===== src/rtl/rcr_pkg.sv =====
package rcr_pkg;

    localparam int CODE_W   = 5;
    localparam int MIN_CODE = 4;
    localparam int MAX_CODE = 15;

    typedef logic [CODE_W-1:0] code_t;

    typedef struct packed {
        code_t span;   // ticks per regenerated period
        code_t high;   // ticks spent high per period
        logic  bad;    // code was out of range and clamped
    } ratio_cfg_t;

    function automatic ratio_cfg_t decode_ratio(input code_t raw);
        ratio_cfg_t c;
        logic       ok;
        ok     = (int'(raw) >= MIN_CODE) && (int'(raw) <= MAX_CODE);
        c.span = ok ? raw : code_t'(MIN_CODE);
        c.high = c.span >> 1;
        c.bad  = !ok;
        return c;
    endfunction

endpackage


===== src/rtl/rcr_ratio_latch.sv =====
module rcr_ratio_latch
    import rcr_pkg::*;
(
    input  logic       clk,
    input  logic       rst,
    input  code_t      raw_code,
    output ratio_cfg_t cfg
);

    // Capture while reset is held; frozen once reset drops.
    always_ff @(posedge clk) begin
        if (rst) begin
            cfg <= decode_ratio(raw_code);
        end
    end

endmodule


===== src/rtl/rcr_phase_divider.sv =====
module rcr_phase_divider
    import rcr_pkg::*;
(
    input  logic  clk,
    input  logic  rst,
    input  code_t span,
    input  code_t high,
    output logic  regen,
    output logic  rise
);

    code_t cnt;
    code_t cnt_nxt;
    logic  started;
    logic  started_nxt;
    logic  wrap;

    always_comb begin
        wrap        = (cnt == span - code_t'(1));
        cnt_nxt     = wrap ? '0 : cnt + code_t'(1);
        started_nxt = started | wrap;
    end

    always_ff @(posedge clk) begin
        if (rst) begin
            cnt     <= '0;
            started <= 1'b0;
            regen   <= 1'b0;
            rise    <= 1'b0;
        end else begin
            cnt     <= cnt_nxt;
            started <= started_nxt;
            regen   <= started_nxt && (cnt_nxt < high);
            rise    <= wrap;
        end
    end

endmodule


===== src/rtl/rcr_bus_enable.sv =====
module rcr_bus_enable #(
    parameter int DIV = 4
) (
    input  logic clk,
    input  logic rst,
    output logic en
);

    localparam int W = (DIV > 2) ? $clog2(DIV) : 1;
    localparam logic [W-1:0] LAST = W'(DIV - 1);

    logic [W-1:0] cnt;

    always_ff @(posedge clk) begin
        if (rst) begin
            cnt <= '0;
            en  <= 1'b0;
        end else begin
            cnt <= (cnt == LAST) ? '0 : cnt + W'(1);
            en  <= (cnt == LAST);
        end
    end

endmodule


===== src/rtl/ref_clk_regen.sv =====
module ref_clk_regen
    import rcr_pkg::*;
#(
    parameter int BUS_DIV = 4
) (
    input  logic              clk,
    input  logic              rst,
    input  logic [CODE_W-1:0] ratio_code,
    input  logic              ref_clk,
    input  logic              src_sel,
    output logic              regen_clk,
    output logic              regen_rise,
    output logic              timing_clk,
    output logic              bus_en,
    output logic              code_err
);

    ratio_cfg_t cfg;

    rcr_ratio_latch u_latch (
        .clk      (clk),
        .rst      (rst),
        .raw_code (ratio_code),
        .cfg      (cfg)
    );

    rcr_phase_divider u_div (
        .clk   (clk),
        .rst   (rst),
        .span  (cfg.span),
        .high  (cfg.high),
        .regen (regen_clk),
        .rise  (regen_rise)
    );

    rcr_bus_enable #(.DIV(BUS_DIV)) u_bus (
        .clk (clk),
        .rst (rst),
        .en  (bus_en)
    );

    assign code_err   = cfg.bad;
    assign timing_clk = src_sel ? regen_clk : ref_clk;

endmodule


===== config.mk =====
export PLATFORM = sky130hd
export DESIGN_NAME = ref_clk_regen
export DESIGN_NICKNAME = d
export VERILOG_FILES = /design/src/rtl/rcr_pkg.sv /design/src/rtl/rcr_ratio_latch.sv /design/src/rtl/rcr_phase_divider.sv /design/src/rtl/rcr_bus_enable.sv /design/src/rtl/ref_clk_regen.sv
export SDC_FILE = /design/constraint.sdc
export NUM_CORES = 1
export LEC_CHECK = 0
export ABC_AREA = 1
export BUFFER_PORTS_ARGS = -buffer_cell sky130_fd_sc_hd__buf_2
export CAP_MARGIN = 30
export CORE_MARGIN = 3
export CORE_UTILIZATION = 46
export CTS_BUF_LIST = sky130_fd_sc_hd__clkbuf_2
export CTS_CLUSTER_SIZE = 12
export DETAILED_ROUTE_END_ITERATION = 16
export PLACE_DENSITY = 0.67
export SYNTH_ARGS = -nofsm -noshare
export SYNTH_HDL_FRONTEND = slang
export SYNTH_SLANG_ARGS = --single-unit

===== constraint.sdc =====
create_clock -name clk -period 4.33 [get_ports clk]
set_clock_uncertainty 0.2 [all_clocks]
set_input_delay 0.866 -clock clk [delete_from_list [all_inputs] [get_ports clk]]
set_output_delay 0.866 -clock clk [all_outputs]
set_load 0.02 [all_outputs]

==> metrics, run 1 <==
Hold WS 0.244 ns; post-CTS setup buffer count 0; critical path depth in cells 3; CP top delay family multiplexers; post-route ant nets 0; top cell type's share of synthesized area 0.243; Slowest cell on crit path mux2_2; CP peak stage delay 0.31 ns; Synthesized Nets roughly 130; Pwr Density 326 mW/mm2; Clock Latency Late Sink roughly 0.30 ns; Antenna diodes 0; Mapped Area 905 um2; register bit count reported by yosys 17; initial core utilization 0.507; critical path data arrival time 1.41 ns; RSZ-0062 raised after global routing no; worst path cell trace buf_2 > mux2_2 > buf_2; DRC 0; number of CTS-inserted buffers 3; most frequent cell on the critical path buf_2; total wire length 1500 um; PortBufs 13; post-synthesis instance total 119; Clock Pin Slew Worst Setup and Hold Paths 0.17 ns; initial antenna violation count 0; TNS Setup 0 ns; drt first-iter violations 12; per-cell routed wire length about 9.4 um; Cell Rows 15; Slew Viols, Final 0; Die X 50.3 um; worst hold path cell count 1; most common cell in the synthesized netlist nand2_1; fin crit share 0.572; vias in the first global route approximately 710; die area 0.00253 mm2; Layout Area Growth over Synthesis 12.3%; crit-path max FO 1; Max-Cap Viols 0; Startpoint Class input port; CTS tree built; Synth cell types 21; R2R cell count 15; clock period minus final worst setup slack 2.48 ns; Yosys top cell by area dfxtp_1; Hold Crit Class register to register; DP Wirelength between 1000 and 1500 um; PostCTS Resize Cnt 0; H-tree depth 1; Worst setup EP type primary output; Vias 733; gr busiest metal met2; final number of setup-violating endpoints 0; EDFF count, synth 6; VDD IR max approximately 170 uV; synth cell count leaders nand2_1 (32), inv_1 (20), nor2_1 (16); vias per cell about 4.6; largest net degree at the start of global routing 17; first-pass GRT wire length 2770 um; Async S/R FF share, synth 0; final-stage net count ~150; total grt overflow 0; worst path bufs/invs 2; Critical Path RT 3.26 ns; drt pass-1 iters 4; met1 Use GR 0.158; post-synthesis sequential area ratio 0.443; status finished clean; Leakage Power approximately 0.56 nW; io pins 14; Hold Violations, Final 0; CTS Root Cell clkbuf_2; Synth area leaders dfxtp_1 (24%), edfxtp_1 (20%), nand2_1 (13%); clk sinks 17; Total GRT Usage 0.146; layout cells sized above 1 0.230; CP Class input port to primary output; Clock Tree Buf Depth 2; Peak Freq 0.404 GHz; GR Util met3 0.0356; met2 Use GR 0.259; CTS Hold Bufs 0; GPL Wtd Cong 0.848; synth warn 0; Synth Flop Type dfxtp_1; Core ar. 0.00178 mm2; syn avg cell area roughly 7.6 um2; height of the die 50.3 um
through the flow:
| step | util | cells | setup slack, ns | total power, mW | area [um2] |
|---|---|---|---|---|---|
| 2_1_floorplan | - | 119 | 2.03 | 0.245 | 905 |
| 5_1_grt | 0.570 | 160 | 1.80 | 0.360 | 1020 |
| 3_5_place_dp | 0.559 | 156 | 1.85 | 0.265 | 996 |
| 6_report | 0.570 | 160 | 1.85 | 0.331 | 1020 |
| 3_3_place_gp | 0.559 | 156 | 1.86 | 0.260 | 996 |
| 4_1_cts | 0.570 | 160 | 1.85 | 0.336 | 1020 |
report_power, final:
part / total, mW / internal [mW] / switching, mW / leakage (nW)
clock: 0.0713 / 0.0209 / 0.0504 / 0.0164
sequential: 0.187 / 0.178 / 0.00842 / 0.148
combinational: 0.0730 / 0.0289 / 0.0441 / 0.393
total: 0.331 / 0.228 / 0.103 / 0.558
routing by layer:
metal,vias to the layer above,wire length [um],part of all wire
li1,391,-,-
met1,322,681,0.45
met2,13,714,0.48
met3,7,53,0.035
met4,0,53,0.035
met5,-,0,0
path summary, 6_finish.rpt:
path | startpoint | end | slack (ns)
hold / removal | u_bus.cnt[0]$_SDFF_PP0_ | u_bus.cnt[0]$_SDFF_PP0_ | 0.24
hold reg to reg | u_bus.cnt[0]$_SDFF_PP0_ | u_bus.cnt[0]$_SDFF_PP0_ | 0.24
setup reg to reg | u_latch.cfg[6]$_SDFFCE_PN0P_ | u_div.regen$_SDFF_PP0_ | 2.00
setup / recovery | src_sel | timing_clk | 1.85
final cells by class:
type	count	area (um2)
Tap cell	25	31.3
Inverter	25	93.8
Fill cell	173	767
Timing Repair Buffer	13	65.1
Clock buffer	3	15.0
Sequential cell	17	400
Clock inverter	1	5.00
Multi-Input combinational cell	76	405
logic make-up after synthesis:
| group | count (synthesis) | synth area share |
|---|---|---|
| flip-flops | 17 | 0.443 |
| other | 1 | 0.00415 |
| buffers and inverters | 26 | 0.109 |
| AO/OA/AOI/OAI | 5 | 0.0360 |
| multiplexers | 1 | 0.0124 |
| adder cells (fa/ha/maj) | 6 | 0.0830 |
| XOR/XNOR | 2 | 0.0194 |
| AND/OR/NAND/NOR | 61 | 0.293 |
cell usage in the layout, fill, tap and decap left out, types with 3 or more instances in the layout:
master	count
clkbuf_2	3
nand3_1	5
buf_2	13
edfxtp_1	6
dfxtp_1	11
inv_2	5
inv_1	20
a21oi_1	3
nand2_1	32
ha_1	6
nor2_1	16
sequential cells by signal, indices dropped and copies added, names as in the netlist:
name           cells
u_latch.cfg        6
u_div.regen        1
u_div.rise         1
u_bus.en           1
u_bus.cnt          2
u_div.cnt          5
u_div.started      1
No activity file was read; power rests on OpenSTA's default activity.
==> inputs of run 2 (changes only) <==
==> constraint.sdc (replaced) <==
create_clock -name clk -period 2.5 [get_ports clk]
set_clock_uncertainty 0.2 [all_clocks]
set_input_delay 0.5 -clock clk [delete_from_list [all_inputs] [get_ports clk]]
set_output_delay 0.5 -clock clk [all_outputs]
set_load 0.02 [all_outputs]
==> run 2 against run 1 <==
Effect of this change: final cell count rose by 0.63%; setup slack got worse by 1.6 ns; largest power group unchanged; die area is the same; largest cell class unchanged; power is 75% higher; combinational power is 82% higher; register-to-register slack worse by 1.8 ns; sequential power up 73%; hold slack lost 0.0053 ns; critical endpoint is now u_div.regen$_SDFF_PP0_; cell area is 1.8% higher; first-iteration DRC count shrank 58%; critical path depth rose by 11; sequential share of layout area fell by 0.71 points.
==> metrics, run 2 (same netlist as run 1, synthesis figures left out) <==
layout cells sized above 1 0.265 (was 0.230); status finished clean (unchanged); Clock Tree Buf Depth 2 (unchanged); drt first-iter violations 5 (was 12); largest net degree at the start of global routing 17 (unchanged); Core ar. 0.00178 mm2 (unchanged); Peak Freq 0.439 GHz; CP endpoint u_div.regen$_SDFF_PP0_ (was timing_clk); vias in the first global route 755 (was 708); Worst R2R Setup Slack 0.22 ns (was 2.00 ns); most common cell after layout, fill and taps aside nand2_1 (unchanged); total grt overflow 0 (unchanged); Reg2Reg Launch Point u_latch.cfg[6]$_SDFFCE_PN0P_ (unchanged); Max-Cap Viols 0 (unchanged); Leakage Power 0.561 nW (was 0.558 nW); vias per cell 4.45 (was 4.58); Critical Path RT 2.55 ns (was 3.26 ns); Total GRT Usage 0.151 (was 0.146); Antenna diodes 0 (unchanged); clk sinks 17 (unchanged); first-pass GRT wire length 2970 um (was 2770 um); R2R cell count 14 (was 15); VDD IR max 313 uV (was 167 uV); post-route ant nets 0 (unchanged); Reg with most FFs u_latch.cfg (unchanged); initial core utilization 0.507 (unchanged); Hold Crit Class register to register (unchanged); height of the die 50.3 um (unchanged); H-tree depth 1 (unchanged); Hold Violations, Final 0 (unchanged); Slew Viols, Final 0 (unchanged); worst reg2reg endpoint u_div.regen$_SDFF_PP0_ (unchanged); DRC 0 (unchanged); final-stage net count 152 (was 151); Vias 716 (was 733); fin crit share 0.910; GPL Wtd Cong 0.855 (was 0.848); CP Class register to register (was input port to primary output); Worst setup EP type register (was primary output); per-cell routed wire length 9.36 um (was 9.39 um); crit-path max FO 8 (was 1); initial antenna violation count 0 (unchanged); number of CTS-inserted buffers 3 (unchanged); PortBufs 13 (unchanged); clock period minus final worst setup slack 2.28 ns; CTS Root Cell clkbuf_2 (unchanged); Worst Setup SP u_latch.cfg[6]$_SDFFCE_PN0P_ (was src_sel); critical path data arrival time 2.32 ns (was 1.41 ns); CTS tree built (unchanged); Largest register FFs 6 (unchanged); Clock Latency Late Sink 0.29 ns (was 0.30 ns); Hold WS 0.239 ns (was 0.244 ns); io pins 14 (unchanged); Largest regs u_latch.cfg x6, u_div.cnt x5, u_bus.cnt x2 (unchanged); CTS Hold Bufs 0 (unchanged); Die X 50.3 um (unchanged); Startpoint Class register (was input port); Clock Pin Slew Worst Setup and Hold Paths 0.17 ns (about the same); die area 0.00253 mm2 (unchanged); DP Wirelength 1170 um (was 1230 um); TNS Setup 0 ns (unchanged); Pwr Density 558 mW/mm2 (was 326 mW/mm2); most frequent cells in the layout nand2_1 (32), inv_1 (19), nor2_1 (16) (was nand2_1 (32), inv_1 (20), nor2_1 (16)); drt pass-1 iters 4 (unchanged); final number of setup-violating endpoints 0 (unchanged); Layout Area Growth over Synthesis 14.4% (was 12.3%); # fillers 179 (was 173); Cell Rows 15 (unchanged); total wire length 1510 um (was 1500 um)
## run 2: cell count changes in the layout (fill, tap and decap cells not counted), sizes merged
cell / previous run / this run
buf: 13 / 14
## run 2: cell type report
class | count | area (um2) | area share
Multi-Input combinational cell | 76 | 417 | 0.403
Sequential cell | 17 | 400 | 0.387
Inverter | 25 | 93.8 | 0.0907
Timing Repair Buffer | 14 | 72.6 | 0.0701
Tap cell | 25 | 31.3 | 0.0302
Clock buffer | 3 | 15.0 | 0.0145
Clock inverter | 1 | 5.00 | 0.00484
## run 2: worst max-delay path: stages, from the launching register on
cell      delay (ns)
edfxtp_1        0.45
inv_2           0.10
ha_2            0.27
nand2_1         0.06
nand2_1         0.05
nor2_1          0.08
nand2_1         0.09
nor2_4          0.10
nand2_4         0.10
nand3_2         0.08
inv_1           0.04
ha_1            0.29
a21oi_2         0.15
nand2_1         0.08
a21oi_2         0.10
## run 2: what timing repair did
action	in CTS	in global routing
buffers inserted	0	1
resized for setup	0	4
endpoints found under the setup margin	0	1
## run 2: power breakdown
part | switching [mW] | internal, mW
clock | 0.0857 | 0.0362
sequential | 0.0143 | 0.309
combinational | 0.0789 | 0.0538
## run 2: metal layers
layer	global-route usage	vias up	routed length, um
met5	0	-	0
met4	0.0404	0	6
met3	0.0415	2	63
met2	0.259	10	754
met1	0.186	312	681
li1	-	392	-
## run 2: how the worst min path moves through the flow
| stage | from | end | slack (ns) | cells after the start |
|---|---|---|---|---|
| after floorplan | u_bus.cnt[0]$_SDFF_PP0_ | u_bus.cnt[0]$_SDFF_PP0_ | 0.20 | 1 |
| after global routing | ratio_code[4] | u_latch.cfg[9]$_SDFFCE_PN0P_ | 0.26 | 2 |
| after global placement | u_bus.cnt[0]$_SDFF_PP0_ | u_bus.cnt[0]$_SDFF_PP0_ | 0.21 | 1 |
| final | u_bus.cnt[0]$_SDFF_PP0_ | u_bus.cnt[0]$_SDFF_PP0_ | 0.24 | 1 |
| after detailed placement | u_bus.cnt[0]$_SDFF_PP0_ | u_bus.cnt[0]$_SDFF_PP0_ | 0.22 | 1 |
| after CTS | u_bus.cnt[0]$_SDFF_PP0_ | u_bus.cnt[0]$_SDFF_PP0_ | 0.24 | 1 |
## run 2: per-stage QoR
| step | power [mW] | instance area (um2) | utilization | cells | setup WS [ns] |
|---|---|---|---|---|---|
| CTS | 0.579 | 1020 | 0.570 | 160 | 0.204 |
| floorplan | 0.424 | 905 | - | 119 | 0.402 |
| detailed placement | 0.456 | 996 | 0.559 | 156 | 0.232 |
| finish | 0.578 | 1030 | 0.580 | 161 | 0.225 |
| global placement | 0.451 | 996 | 0.559 | 156 | 0.270 |
| global route | 0.627 | 1030 | 0.580 | 161 | -0.00359 |
